[config.mk]
export PLATFORM = sky130hd
export DESIGN_NAME = i2s_tx_serializer
export DESIGN_NICKNAME = d
export VERILOG_FILES = /design/src/rtl/i2s_tx_pkg.sv /design/src/rtl/i2s_tx_ctrl.sv /design/src/rtl/i2s_tx_dpath.sv /design/src/rtl/i2s_tx_serializer.sv
export SDC_FILE = /design/constraint.sdc
export NUM_CORES = 1
export LEC_CHECK = 0
export ABC_AREA = 1
export BUFFER_PORTS_ARGS = -buffer_cell sky130_fd_sc_hd__buf_2
export CORE_MARGIN = 2
export CORE_UTILIZATION = 50
export CTS_CLUSTER_DIAMETER = 200
export DETAILED_ROUTE_END_ITERATION = 12
export GPL_TIMING_DRIVEN = 0
export PLACE_DENSITY_LB_ADDON = 0.12
export SYNTH_ARGS = -nofsm -noshare
export SYNTH_HDL_FRONTEND = slang
export SYNTH_SLANG_ARGS = --single-unit
export TNS_END_PERCENT = 30
[constraint.sdc]
create_clock -name clk -period 2.14 [get_ports clk]
set_input_delay 0.214 -clock clk [delete_from_list [all_inputs] [get_ports clk]]
set_output_delay 0.214 -clock clk [all_outputs]
set_load 0.01 [all_outputs]
[src/rtl/i2s_tx_pkg.sv]
package i2s_tx_pkg;

  typedef enum logic [1:0] {SRC_ZERO, SRC_INPUT, SRC_HELD, SRC_CONST} srcSel_e;

  // strobes from control to datapath
  typedef struct packed {
    logic    flush;
    logic    bitTick;
    logic    loadSlot;
    logic    capHeld;
    logic    wordOk;
    srcSel_e src;
  } ctrlStrobe_t;

  function automatic logic [5:0] sampleBits(input logic [1:0] widthCode);
    case (widthCode)
      2'b00:   return 6'd16;
      2'b01:   return 6'd24;
      default: return 6'd32;
    endcase
  endfunction

  function automatic logic [5:0] slotBits(input logic [1:0] widthCode, input logic fill);
    if (widthCode == 2'b00)              return 6'd16;
    else if (widthCode == 2'b01 && !fill) return 6'd24;
    else                                  return 6'd32;
  endfunction

endpackage

[src/rtl/i2s_tx_ctrl.sv]
module i2s_tx_ctrl
  import i2s_tx_pkg::*;
#(
  parameter int BCK_HALF  = 2,
  parameter int MAX_SLOTS = 16,
  localparam int SLOT_W   = $clog2(MAX_SLOTS)
) (
  input  logic                 clk,
  input  logic                 rstN,
  input  logic                 enable,
  input  logic [1:0]           cfgWidth,
  input  logic                 cfgFill24,
  input  logic                 cfgWsPol,
  input  logic [SLOT_W-1:0]    cfgSlotLast,
  input  logic [MAX_SLOTS-1:0] cfgSlotEn,
  input  logic                 cfgSkipMask,
  input  logic                 cfgMono,
  input  logic                 cfgMonoFirst,
  input  logic                 cfgMonoEqual,
  input  logic                 inValid,
  output logic                 inReady,
  output logic                 bckOut,
  output logic                 wsOut,
  output logic                 underflow,
  output ctrlStrobe_t          st
);
  localparam int DIV_W = (BCK_HALF > 1) ? $clog2(BCK_HALF) : 1;

  logic [DIV_W-1:0]  divCnt;
  logic              bckQ, wsQ, underflowQ;
  logic [SLOT_W-1:0] slotIdx, lastSlot;
  logic [5:0]        bitIdx, slotLen;
  logic [SLOT_W:0]   frameSlots, dblIdx;
  logic              halfDone, tick, slotStart, needWord, isLeft, validHere;

  assign slotLen    = slotBits(cfgWidth, cfgFill24);
  assign halfDone   = (divCnt == DIV_W'(BCK_HALF - 1));
  assign tick       = enable && halfDone && bckQ;           // falling edge of BCK
  assign lastSlot   = cfgMono ? SLOT_W'(1) : cfgSlotLast;
  assign frameSlots = {1'b0, lastSlot} + (SLOT_W + 1)'(1);
  assign dblIdx     = {slotIdx, 1'b0};
  assign isLeft     = dblIdx < frameSlots;
  assign slotStart  = tick && (bitIdx == 6'd0);
  assign needWord   = cfgMono ? (slotIdx == '0) : (cfgSlotEn[slotIdx] || cfgSkipMask);
  assign validHere  = ((slotIdx == '0) == cfgMonoFirst);
  assign inReady    = slotStart && needWord;

  always_comb begin
    st          = '0;
    st.flush    = !enable;
    st.bitTick  = tick;
    st.loadSlot = slotStart;
    st.wordOk   = inValid;
    st.capHeld  = slotStart && cfgMono && (slotIdx == '0);
    if (cfgMono) begin
      if (validHere || cfgMonoEqual) st.src = (slotIdx == '0) ? SRC_INPUT : SRC_HELD;
      else                           st.src = SRC_CONST;
    end else begin
      st.src = cfgSlotEn[slotIdx] ? SRC_INPUT : SRC_ZERO;
    end
  end

  always_ff @(posedge clk or negedge rstN) begin
    if (!rstN) begin
      divCnt <= '0; bckQ <= 1'b0; wsQ <= 1'b0; underflowQ <= 1'b0;
      slotIdx <= '0; bitIdx <= '0;
    end else if (!enable) begin
      divCnt <= '0; bckQ <= 1'b0; wsQ <= cfgWsPol; underflowQ <= 1'b0;
      slotIdx <= '0; bitIdx <= '0;
    end else begin
      underflowQ <= slotStart && needWord && !inValid;
      if (halfDone) begin
        divCnt <= '0;
        bckQ   <= ~bckQ;
      end else begin
        divCnt <= divCnt + DIV_W'(1);
      end
      if (tick) begin
        wsQ <= isLeft ? cfgWsPol : ~cfgWsPol;
        if (bitIdx >= slotLen - 6'd1) begin
          bitIdx  <= '0;
          slotIdx <= (slotIdx >= lastSlot) ? '0 : slotIdx + SLOT_W'(1);
        end else begin
          bitIdx <= bitIdx + 6'd1;
        end
      end
    end
  end

  assign bckOut    = bckQ;
  assign wsOut     = wsQ;
  assign underflow = underflowQ;
endmodule

[src/rtl/i2s_tx_dpath.sv]
module i2s_tx_dpath
  import i2s_tx_pkg::*;
#(
  parameter int DATA_W = 32
) (
  input  logic              clk,
  input  logic              rstN,
  input  ctrlStrobe_t       st,
  input  logic [1:0]        cfgWidth,
  input  logic              cfgFill24,
  input  logic              cfgLeftAlign,
  input  logic              cfgLsbFirst,
  input  logic [DATA_W-1:0] cfgConst,
  input  logic [DATA_W-1:0] inData,
  output logic              sdOut
);
  logic [DATA_W-1:0] heldQ, shReg, raw, masked, revd, topAl, slotWord;
  logic [5:0]        smpLen, slotLen;
  logic [6:0]        padTop;
  logic              prevBit, sdQ;

  assign smpLen  = sampleBits(cfgWidth);
  assign slotLen = slotBits(cfgWidth, cfgFill24);
  assign padTop  = 7'(DATA_W) - {1'b0, smpLen};

  always_comb begin
    case (st.src)
      SRC_INPUT: raw = st.wordOk ? inData : '0;
      SRC_HELD:  raw = heldQ;
      SRC_CONST: raw = cfgConst;
      default:   raw = '0;
    endcase
  end

  assign masked = raw & ({DATA_W{1'b1}} >> padTop);

  // first bit to send always sits in the MSB of the slot word
  always_comb begin
    for (int i = 0; i < DATA_W; i++) revd[i] = masked[DATA_W-1-i];
  end

  assign topAl    = cfgLsbFirst ? revd : (masked << padTop);
  assign slotWord = cfgLeftAlign ? topAl : (topAl >> (slotLen - smpLen));

  always_ff @(posedge clk or negedge rstN) begin
    if (!rstN) begin
      heldQ <= '0; shReg <= '0; prevBit <= 1'b0; sdQ <= 1'b0;
    end else if (st.flush) begin
      heldQ <= '0; shReg <= '0; prevBit <= 1'b0; sdQ <= 1'b0;
    end else if (st.bitTick) begin
      if (st.loadSlot) begin
        prevBit <= slotWord[DATA_W-1];
        shReg   <= slotWord << 1;
      end else begin
        prevBit <= shReg[DATA_W-1];
        shReg   <= shReg << 1;
      end
      sdQ <= prevBit;
      if (st.capHeld) heldQ <= st.wordOk ? inData : '0;
    end
  end

  assign sdOut = sdQ;
endmodule

[src/rtl/i2s_tx_serializer.sv]
module i2s_tx_serializer
  import i2s_tx_pkg::*;
#(
  parameter int BCK_HALF  = 2,
  parameter int MAX_SLOTS = 16,
  parameter int DATA_W    = 32,
  localparam int SLOT_W   = $clog2(MAX_SLOTS)
) (
  input  logic                 clk,
  input  logic                 rstN,
  input  logic                 enable,
  input  logic [1:0]           cfgWidth,
  input  logic                 cfgFill24,
  input  logic                 cfgLeftAlign,
  input  logic                 cfgLsbFirst,
  input  logic                 cfgWsPol,
  input  logic [SLOT_W-1:0]    cfgSlotLast,
  input  logic [MAX_SLOTS-1:0] cfgSlotEn,
  input  logic                 cfgSkipMask,
  input  logic                 cfgMono,
  input  logic                 cfgMonoFirst,
  input  logic                 cfgMonoEqual,
  input  logic [DATA_W-1:0]    cfgConst,
  input  logic                 inValid,
  input  logic [DATA_W-1:0]    inData,
  output logic                 inReady,
  output logic                 bckOut,
  output logic                 wsOut,
  output logic                 sdOut,
  output logic                 underflow
);
  ctrlStrobe_t strobe;

  i2s_tx_ctrl #(.BCK_HALF(BCK_HALF), .MAX_SLOTS(MAX_SLOTS)) ctrl_i (
    .clk(clk), .rstN(rstN), .enable(enable),
    .cfgWidth(cfgWidth), .cfgFill24(cfgFill24), .cfgWsPol(cfgWsPol),
    .cfgSlotLast(cfgSlotLast), .cfgSlotEn(cfgSlotEn), .cfgSkipMask(cfgSkipMask),
    .cfgMono(cfgMono), .cfgMonoFirst(cfgMonoFirst), .cfgMonoEqual(cfgMonoEqual),
    .inValid(inValid), .inReady(inReady), .bckOut(bckOut), .wsOut(wsOut),
    .underflow(underflow), .st(strobe)
  );

  i2s_tx_dpath #(.DATA_W(DATA_W)) dpath_i (
    .clk(clk), .rstN(rstN), .st(strobe),
    .cfgWidth(cfgWidth), .cfgFill24(cfgFill24), .cfgLeftAlign(cfgLeftAlign),
    .cfgLsbFirst(cfgLsbFirst), .cfgConst(cfgConst), .inData(inData), .sdOut(sdOut)
  );
endmodule

==> reports/results.txt, run 1 <==
worst slew pin tran: 0.712 ns
GRT overflow: 0
slack of the critical path: -0.442 ns
synth unique cells: 52
Cells after Synth: 1037
worst-path fanout max: 5
Antenna Cells: 0
WP data required: 1.93 ns
chip width: 122 µm
Pwr Density: 509 mW/mm²
global-route usage over all layers: 33.6%
Routed WL: 25500 µm
Power Total: 4.68 mW
layout cells sized above 1: 35.9%
Syn-to-layout area delta: 32.8%
DP Area: 0.00771 mm²
combinational share of power: 32.9%
post-route DRC violation count: 0
part of the power in registers: 33.1%
Via density: 5.91
vias: 8076
Internal: 3.00 mW
worst r2r dst: dpath_i.shReg[13]$_DFFE_PN0P_
Hold Path Class: input port to flip-flop
CTS buffer count: 9
asr flop ratio synth: 100%
number of synthesized flops with an enable pin: 0
clock root cell: clkbuf_16
WHS Path Cells: 3
Final min period: 2.58 ns
Crit Path Category: flip-flop to output port
CP startpoint kind: flip-flop
Setup Slack @ Placement: -0.652 ns
Final Util: 68.6%
Seq/Total Area, Yosys: 28.6%
cell total after placement: 1312
Starting DRT DRC Count: 981
PortBufs: 98
final worst-path cycle share: 121%
commonest non-fill, non-tap cell in the layout: nand2_1
Post-Layout Cell Count: 1367
vias in the first global route: 7430
most frequent cells in the layout: nand2_1 (314), buf_2 (112), nand3_1 (109)
Slew HR: 52.5%
CTS H-tree lvls: 3
leakage: 4.62 nW
Synth Area in XOR/XNOR: 0.759%
Setup TNS: -9.47 ns
failing checks: negative setup slack
switching share of power: 36.0%
clock power share: 34.0%
met2 Track Usage GR: 52.2%
Worst R2R Setup Slack: -0.40 ns
initial cell density of the core: 51.6%
detailed placer's ending HPWL: 18000 µm
global-route wire length before repair: 38600 µm
status: finished, violations left
final hold vios: 0
GR Util met3: 7.30%
Max VDD drop: 0.472 mV
row cnt: 42
IO Pins: 103
mux contribution to synthesized area: 0%
first-pass iteration count of the detailed router: 6
Die H: 122 µm
hold_ws: 0.133 ns
syn_area_per_cell: 6.67 µm²
mapped cell area: 0.00692 mm²
Adder-Cell Fraction of Synth Area: 3.47%
post-route design area: 0.00919 mm²
RSZ-0062 raised after global routing: yes
busiest layer in global routing: met2
maximum root-to-sink buffer count: 2
Global Route met1 Usage: 45.5%
CORE AREA: 0.0134 mm²
#FFs+latches synth: 79
Synth Net Count: 1153
switching power: 1.68 mW
post-synthesis simple-gate area fraction: 40.8%
fmax: 0.387 GHz
Die ar.: 0.0148 mm²
Finish-stage setup viols: 55
DR WL/cell: 18.6 µm
clock sinks: 79
Compound-Gate Fraction of Synth Area: 16.6%
CTS tree: built
largest net degree at the start of global routing: 44
Nets: 1302
Reg2Reg Launch Point: ctrl_i.slotIdx[0]$_DFFE_PN0P_
Most used DFF post-synth: dfrtp_1
WHS Endpoint: dpath_i.heldQ[22]$_DFFE_PN0P_
HP Start: inData[22]
worst skew pair latency: 0.35 ns
CP Data Arrival Time: 2.37 ns
CP Capture Type: output port
Routability Congestion: 0.977
Final Max Tran Viols: 0
Antenna Nets Post-Route: 0
total number of yosys warnings: 0
initial antenna violation count: 0
clock skew: 0.00829 ns
largest family of logic cells by synthesized area: simple AND/OR/NAND/NOR gates
Reg2Reg Depth: 21
number of max-cap violations: 0
Clock transition at path regs: 0.07 ns
# fillers: 1165
-- routing by layer --
| metal | vias up | routed length, µm | part of all wire (%) |
|---|---|---|---|
| met2 | 462 | 11700 | 46 |
| met5 | - | 0 | 0 |
| met3 | 85 | 2380 | 9.3 |
| li1 | 3732 | - | - |
| met4 | 0 | 915 | 3.6 |
| met1 | 3797 | 10500 | 41 |
-- flip-flops by register name (all words and copies together), names as in the netlist --
register and count:
dpath_i.prevBit 1, ctrl_i.wsOut 1, ctrl_i.bckOut 1, ctrl_i.bitIdx 6, dpath_i.shReg 31, ctrl_i.underflow 1
ctrl_i.slotIdx 4, ctrl_i.divCnt 1, dpath_i.heldQ 32, dpath_i.sdOut 1
-- layout make-up --
| cell class | count | area [µm²] | area share, % |
|---|---|---|---|
| timing repair buffer | 138 | 916 | 9.96 |
| clock inverter | 6 | 70.1 | 0.762 |
| sequential | 79 | 1980 | 21.6 |
| buffer | 65 | 445 | 4.85 |
| multi-input combinational | 814 | 5000 | 54.5 |
| clock buffer | 10 | 229 | 2.49 |
| inverter | 79 | 324 | 3.53 |
| tap | 176 | 220 | 2.40 |
-- logic make-up (layout without fill, tap and decap cells) --
kind of cell | after synthesis | after routing
AO/OA/AOI/OAI | 162 | 162
flip-flops | 79 | 79
XOR/XNOR | 6 | 6
buffers and inverters | 144 | 298
AND/OR/NAND/NOR | 628 | 628
adder cells (fa/ha/maj) | 18 | 18
-- what timing repair did --
item                                    CTS  global route
pin swaps                                23            83
hold buffers                              1             0
endpoints found under the hold margin    36             0
setup buffers                            18            16
gates resized for setup                  82           151
cloned                                    1             3
endpoints found under the setup margin   77            74
-- synth_stat cells, types with 2 or more instances --
library cell,instances,area share (%)
a31oi_1,3,0.27
o311ai_0,3,0.38
o21ai_1,19,1.4
o21ai_2,7,0.89
clkinv_1,2,0.11
o31ai_1,10,1.1
dfrtp_1,79,29
nand2_2,17,1.5
nand2_1,387,21
inv_2,5,0.27
buf_4,2,0.22
nand3b_2,4,0.65
xnor2_1,2,0.25
nand2_4,4,0.65
nor3_1,3,0.22
nand3_2,11,1.6
buf_12,2,0.58
xor2_1,4,0.51
ha_1,16,2.9
nor2_2,2,0.18
a22oi_4,6,1.8
buf_6,8,1.3
a21oi_1,36,2.6
o21ai_0,32,2.3
buf_1,5,0.27
a21oi_2,3,0.38
nand3_1,145,10
nand4_1,8,0.72
o21a_1,3,0.33
nand4_2,2,0.36
fa_1,2,0.58
o211ai_1,5,0.54
nand3b_1,9,0.98
nor2_1,32,1.7
buf_2,16,1.2
a22oi_1,12,1.3
o22ai_1,7,0.63
a22oi_2,11,2.0
inv_1,71,3.9
clkbuf_1,30,1.6
-- power by group through the flow --
| stage | logic (mW) | registers [mW] | clock network [mW] |
|---|---|---|---|
| 2_1_floorplan | 0.771 | 1.57 | 0 |
| 3_3_place_gp | 1.16 | 1.58 | 0 |
| 3_5_place_dp | 1.17 | 1.58 | 0 |
| 4_1_cts | 1.28 | 1.55 | 1.60 |
| 5_1_grt | 1.65 | 1.55 | 1.68 |
| 6_report | 1.54 | 1.55 | 1.59 |
-- how the worst max path moves through the flow --
stage / endpoint / startpoint / slack (ns) / cells past startpoint
2_1_floorplan: dpath_i.shReg[16]$_DFFE_PN0P_ / cfgWidth[1] / -0.12 / 19
3_3_place_gp: dpath_i.shReg[13]$_DFFE_PN0P_ / cfgWidth[0] / -0.67 / 20
3_5_place_dp: dpath_i.shReg[13]$_DFFE_PN0P_ / cfgWidth[0] / -0.65 / 20
4_1_cts: dpath_i.shReg[13]$_DFFE_PN0P_ / ctrl_i.slotIdx[0]$_DFFE_PN0P_ / -0.25 / 20
5_1_grt: dpath_i.shReg[13]$_DFFE_PN0P_ / ctrl_i.slotIdx[0]$_DFFE_PN0P_ / -0.51 / 21
6_report: inReady / ctrl_i.slotIdx[0]$_DFFE_PN0P_ / -0.44 / 13
-- worst max-delay path: stages, from the launching register on --
cell       delay (ns)
dfrtp_2          0.46
inv_4            0.11
clkbuf_16        0.15
nand2_1          0.05
nand3_1          0.07
nand3_2          0.10
nand3_4          0.12
nand2_4          0.08
buf_8            0.14
buf_6            0.13
buf_6            0.11
o211ai_1         0.25
inv_1            0.11
buf_6            0.13
No activity file was read; power rests on OpenSTA's default activity.
==> run 2: changes to the inputs <==
- PLACE_DENSITY: unset -> 0.74
- PLACE_DENSITY_LB_ADDON: 0.12 -> unset
==> run 2 against run 1 <==
  * The flow still finishes with violations (negative setup slack)
  * Setup slack improved by 0.12 ns
  * Total power decreased by 2.9%
  * Sequential power hardly changed
  * Global-route usage fell by 0.096 points
  * Die area unchanged
  * Via count decreased by 1.8%
  * Register-to-register slack gained 0.07 ns
  * Critical path type is now flip-flop to flip-flop
==> reports/results.txt, run 2 (synthesis results as in run 1) <==
fmax: 0.405 GHz
Crit Path Category: flip-flop to flip-flop
cell mode on critical path: nand2_4
post-route design area: 0.00873 mm²
Final Max Tran Viols: 0
layout cells sized above 1: 30.3%
slack of the critical path: -0.327 ns
Finish-stage setup viols: 37
clock root cell: clkbuf_16
leakage: 4.48 nW
WP data required: 2.38 ns
DR WL/cell: 17.9 µm
Hold Path Class: input port to flip-flop
CTS buffer count: 9
DP Area: 0.00770 mm²
Final Util: 65.2%
Top delay family on crit path: simple AND/OR/NAND/NOR gates
Antenna Cells: 0
Largest regs: dpath_i.heldQ: 32 flops, dpath_i.shReg: 31 flops, ctrl_i.bitIdx: 6 flops
CTS H-tree lvls: 3
largest net degree at the start of global routing: 43
CP Data Arrival Time: 2.71 ns
Pwr Density: 520 mW/mm²
CP startpoint kind: flip-flop
RSZ-0062 raised after global routing: yes
CTS tree: built
crit path max-delay cell type: dfrtp_2
CP cell instances: inv_4 -> ha_4 -> nand2_4 -> nand2_4 -> nand2_4 -> nand2_4 -> inv_8 -> buf_12 -> a22oi_2 -> nand2_4 -> a21oi_2 -> nand3_2 -> nand3_2 -> nand3_1 -> nand2_1 -> nand2_2 -> nand2_1 -> nand2_1
Largest register FFs: 32
PortBufs: 98
GRT overflow: 0
Antenna Nets Post-Route: 0
commonest non-fill, non-tap cell in the layout: nand2_1
detailed placer's ending HPWL: 17800 µm
initial cell density of the core: 51.6%
Slew HR: 56.8%
chip width: 122 µm
clock skew: 0.00979 ns
final worst-path cycle share: 115%
row cnt: 42
# fillers: 1247
CORE AREA: 0.0134 mm²
number of max-cap violations: 0
vias: 7930
CP Capture Type: flip-flop
largest reg by FF count: dpath_i.heldQ
Final min period: 2.47 ns
post-route DRC violation count: 0
final hold vios: 0
Via density: 5.84
Nets: 1294
status: finished, violations left
Clock transition at path regs: 0.07 ns
initial antenna violation count: 0
Routed WL: 24300 µm
clock sinks: 79
Buf+Inv Stages, Crit Path: 3
Routability Congestion: 1.04
worst skew pair latency: 0.36 ns
Starting DRT DRC Count: 842
first-pass iteration count of the detailed router: 6
vias in the first global route: 7414
maximum root-to-sink buffer count: 2
IO Pins: 103
Setup Slack @ Placement: -0.665 ns
CP peak stage delay: 0.45 ns
worst slew pin tran: 0.646 ns
Max VDD drop: 0.352 mV
Die ar.: 0.0148 mm²
global-route wire length before repair: 38200 µm
worst-path fanout max: 5
failing checks: negative setup slack
most frequent cells in the layout: nand2_1 (349), nand3_1 (123), buf_2 (112)
global-route usage over all layers: 33.6%
Die H: 122 µm
Syn-to-layout area delta: 26.2%
run 2: cell count changes in the layout (fill, tap and decap cells not counted), sizes merged:
cell / delta
buf: -6
clkinvlp: -2
clkbuf: -1
inv: +1
run 2: stage by stage:
step / hold slack, ns / setup TNS [ns] / cells / total power, mW
2_1_floorplan: -0.0816 / -1.44 / 1037 / 2.35
3_3_place_gp: 0.456 / -23.85 / 1311 / 2.73
3_5_place_dp: 0.240 / -26.04 / 1312 / 2.74
4_1_cts: 0.123 / -4.43 / 1346 / 4.42
5_1_grt: 0.149 / -16.75 / 1359 / 4.71
6_report: 0.128 / -6.94 / 1359 / 4.54
run 2: worst register-to-register path, stage by stage, from the launching register on:
cell and delay, ns:
dfrtp_2 0.45, inv_4 0.09, ha_4 0.13, nand2_4 0.07, nand2_4 0.07, nand2_4 0.08
nand2_4 0.12, inv_8 0.06, buf_12 0.14, a22oi_2 0.21, nand2_4 0.11, a21oi_2 0.16
nand3_2 0.17, nand3_2 0.13, nand3_1 0.09, nand2_1 0.09, nand2_2 0.07, nand2_1 0.06
nand2_1 0.05
run 2: timing repair:
item | CTS | global route
buffers inserted | 15 | 12
hold buffers | 1 | 0
pin swaps | 18 | 33
resized for setup | 83 | 53
endpoints found under the setup margin | 78 | 75
hold endpoints to repair | 41 | 0
gates cloned | 2 | 1
run 2: worst paths after layout:
path	endpoint	depth (start not counted)	slack, ns	startpoint
worst max-delay path	dpath_i.shReg[3]$_DFFE_PN0P_	18	-0.33	ctrl_i.slotIdx[0]$_DFFE_PN0P_
worst min-delay path	dpath_i.heldQ[23]$_DFFE_PN0P_	3	0.13	inData[23]
worst max register to register	dpath_i.shReg[3]$_DFFE_PN0P_	18	-0.33	ctrl_i.slotIdx[0]$_DFFE_PN0P_
worst min register to register	ctrl_i.divCnt$_DFF_PN0_	1	0.48	ctrl_i.divCnt$_DFF_PN0_
max in group asynchronous	dpath_i.shReg[31]$_DFFE_PN0P_	3	1.11	rstN
min in group asynchronous	dpath_i.heldQ[21]$_DFFE_PN0P_	2	0.38	rstN
run 2: power by group:
group | switching, mW | total (mW) | internal [mW]
clock network | 0.675 | 1.61 | 0.934
registers | 0.0217 | 1.55 | 1.53
logic | 0.890 | 1.38 | 0.494
total | 1.59 | 4.54 | 2.96
run 2: cell type report:
type                    instances  area (µm²)  share of cell area [%]
multi-input cells             814        4670                    53.5
flip-flops and latches         79        1980                    22.7
repair buffers                130         790                    9.04
plain buffers                  65         453                    5.19
inverters                      79         314                    3.60
clock buffers                  11         243                    2.78
well taps                     176         220                    2.52
clock inverters                 5        57.6                   0.659
run 2: layer usage:
metal  vias up  share of wire [%]  GRT usage, %
met5         -                  0             0
met4         0                3.7          15.4
met3        84                9.8          8.33
met2       397                 45          52.4
met1      3717                 41          43.9
li1       3732                  -             -
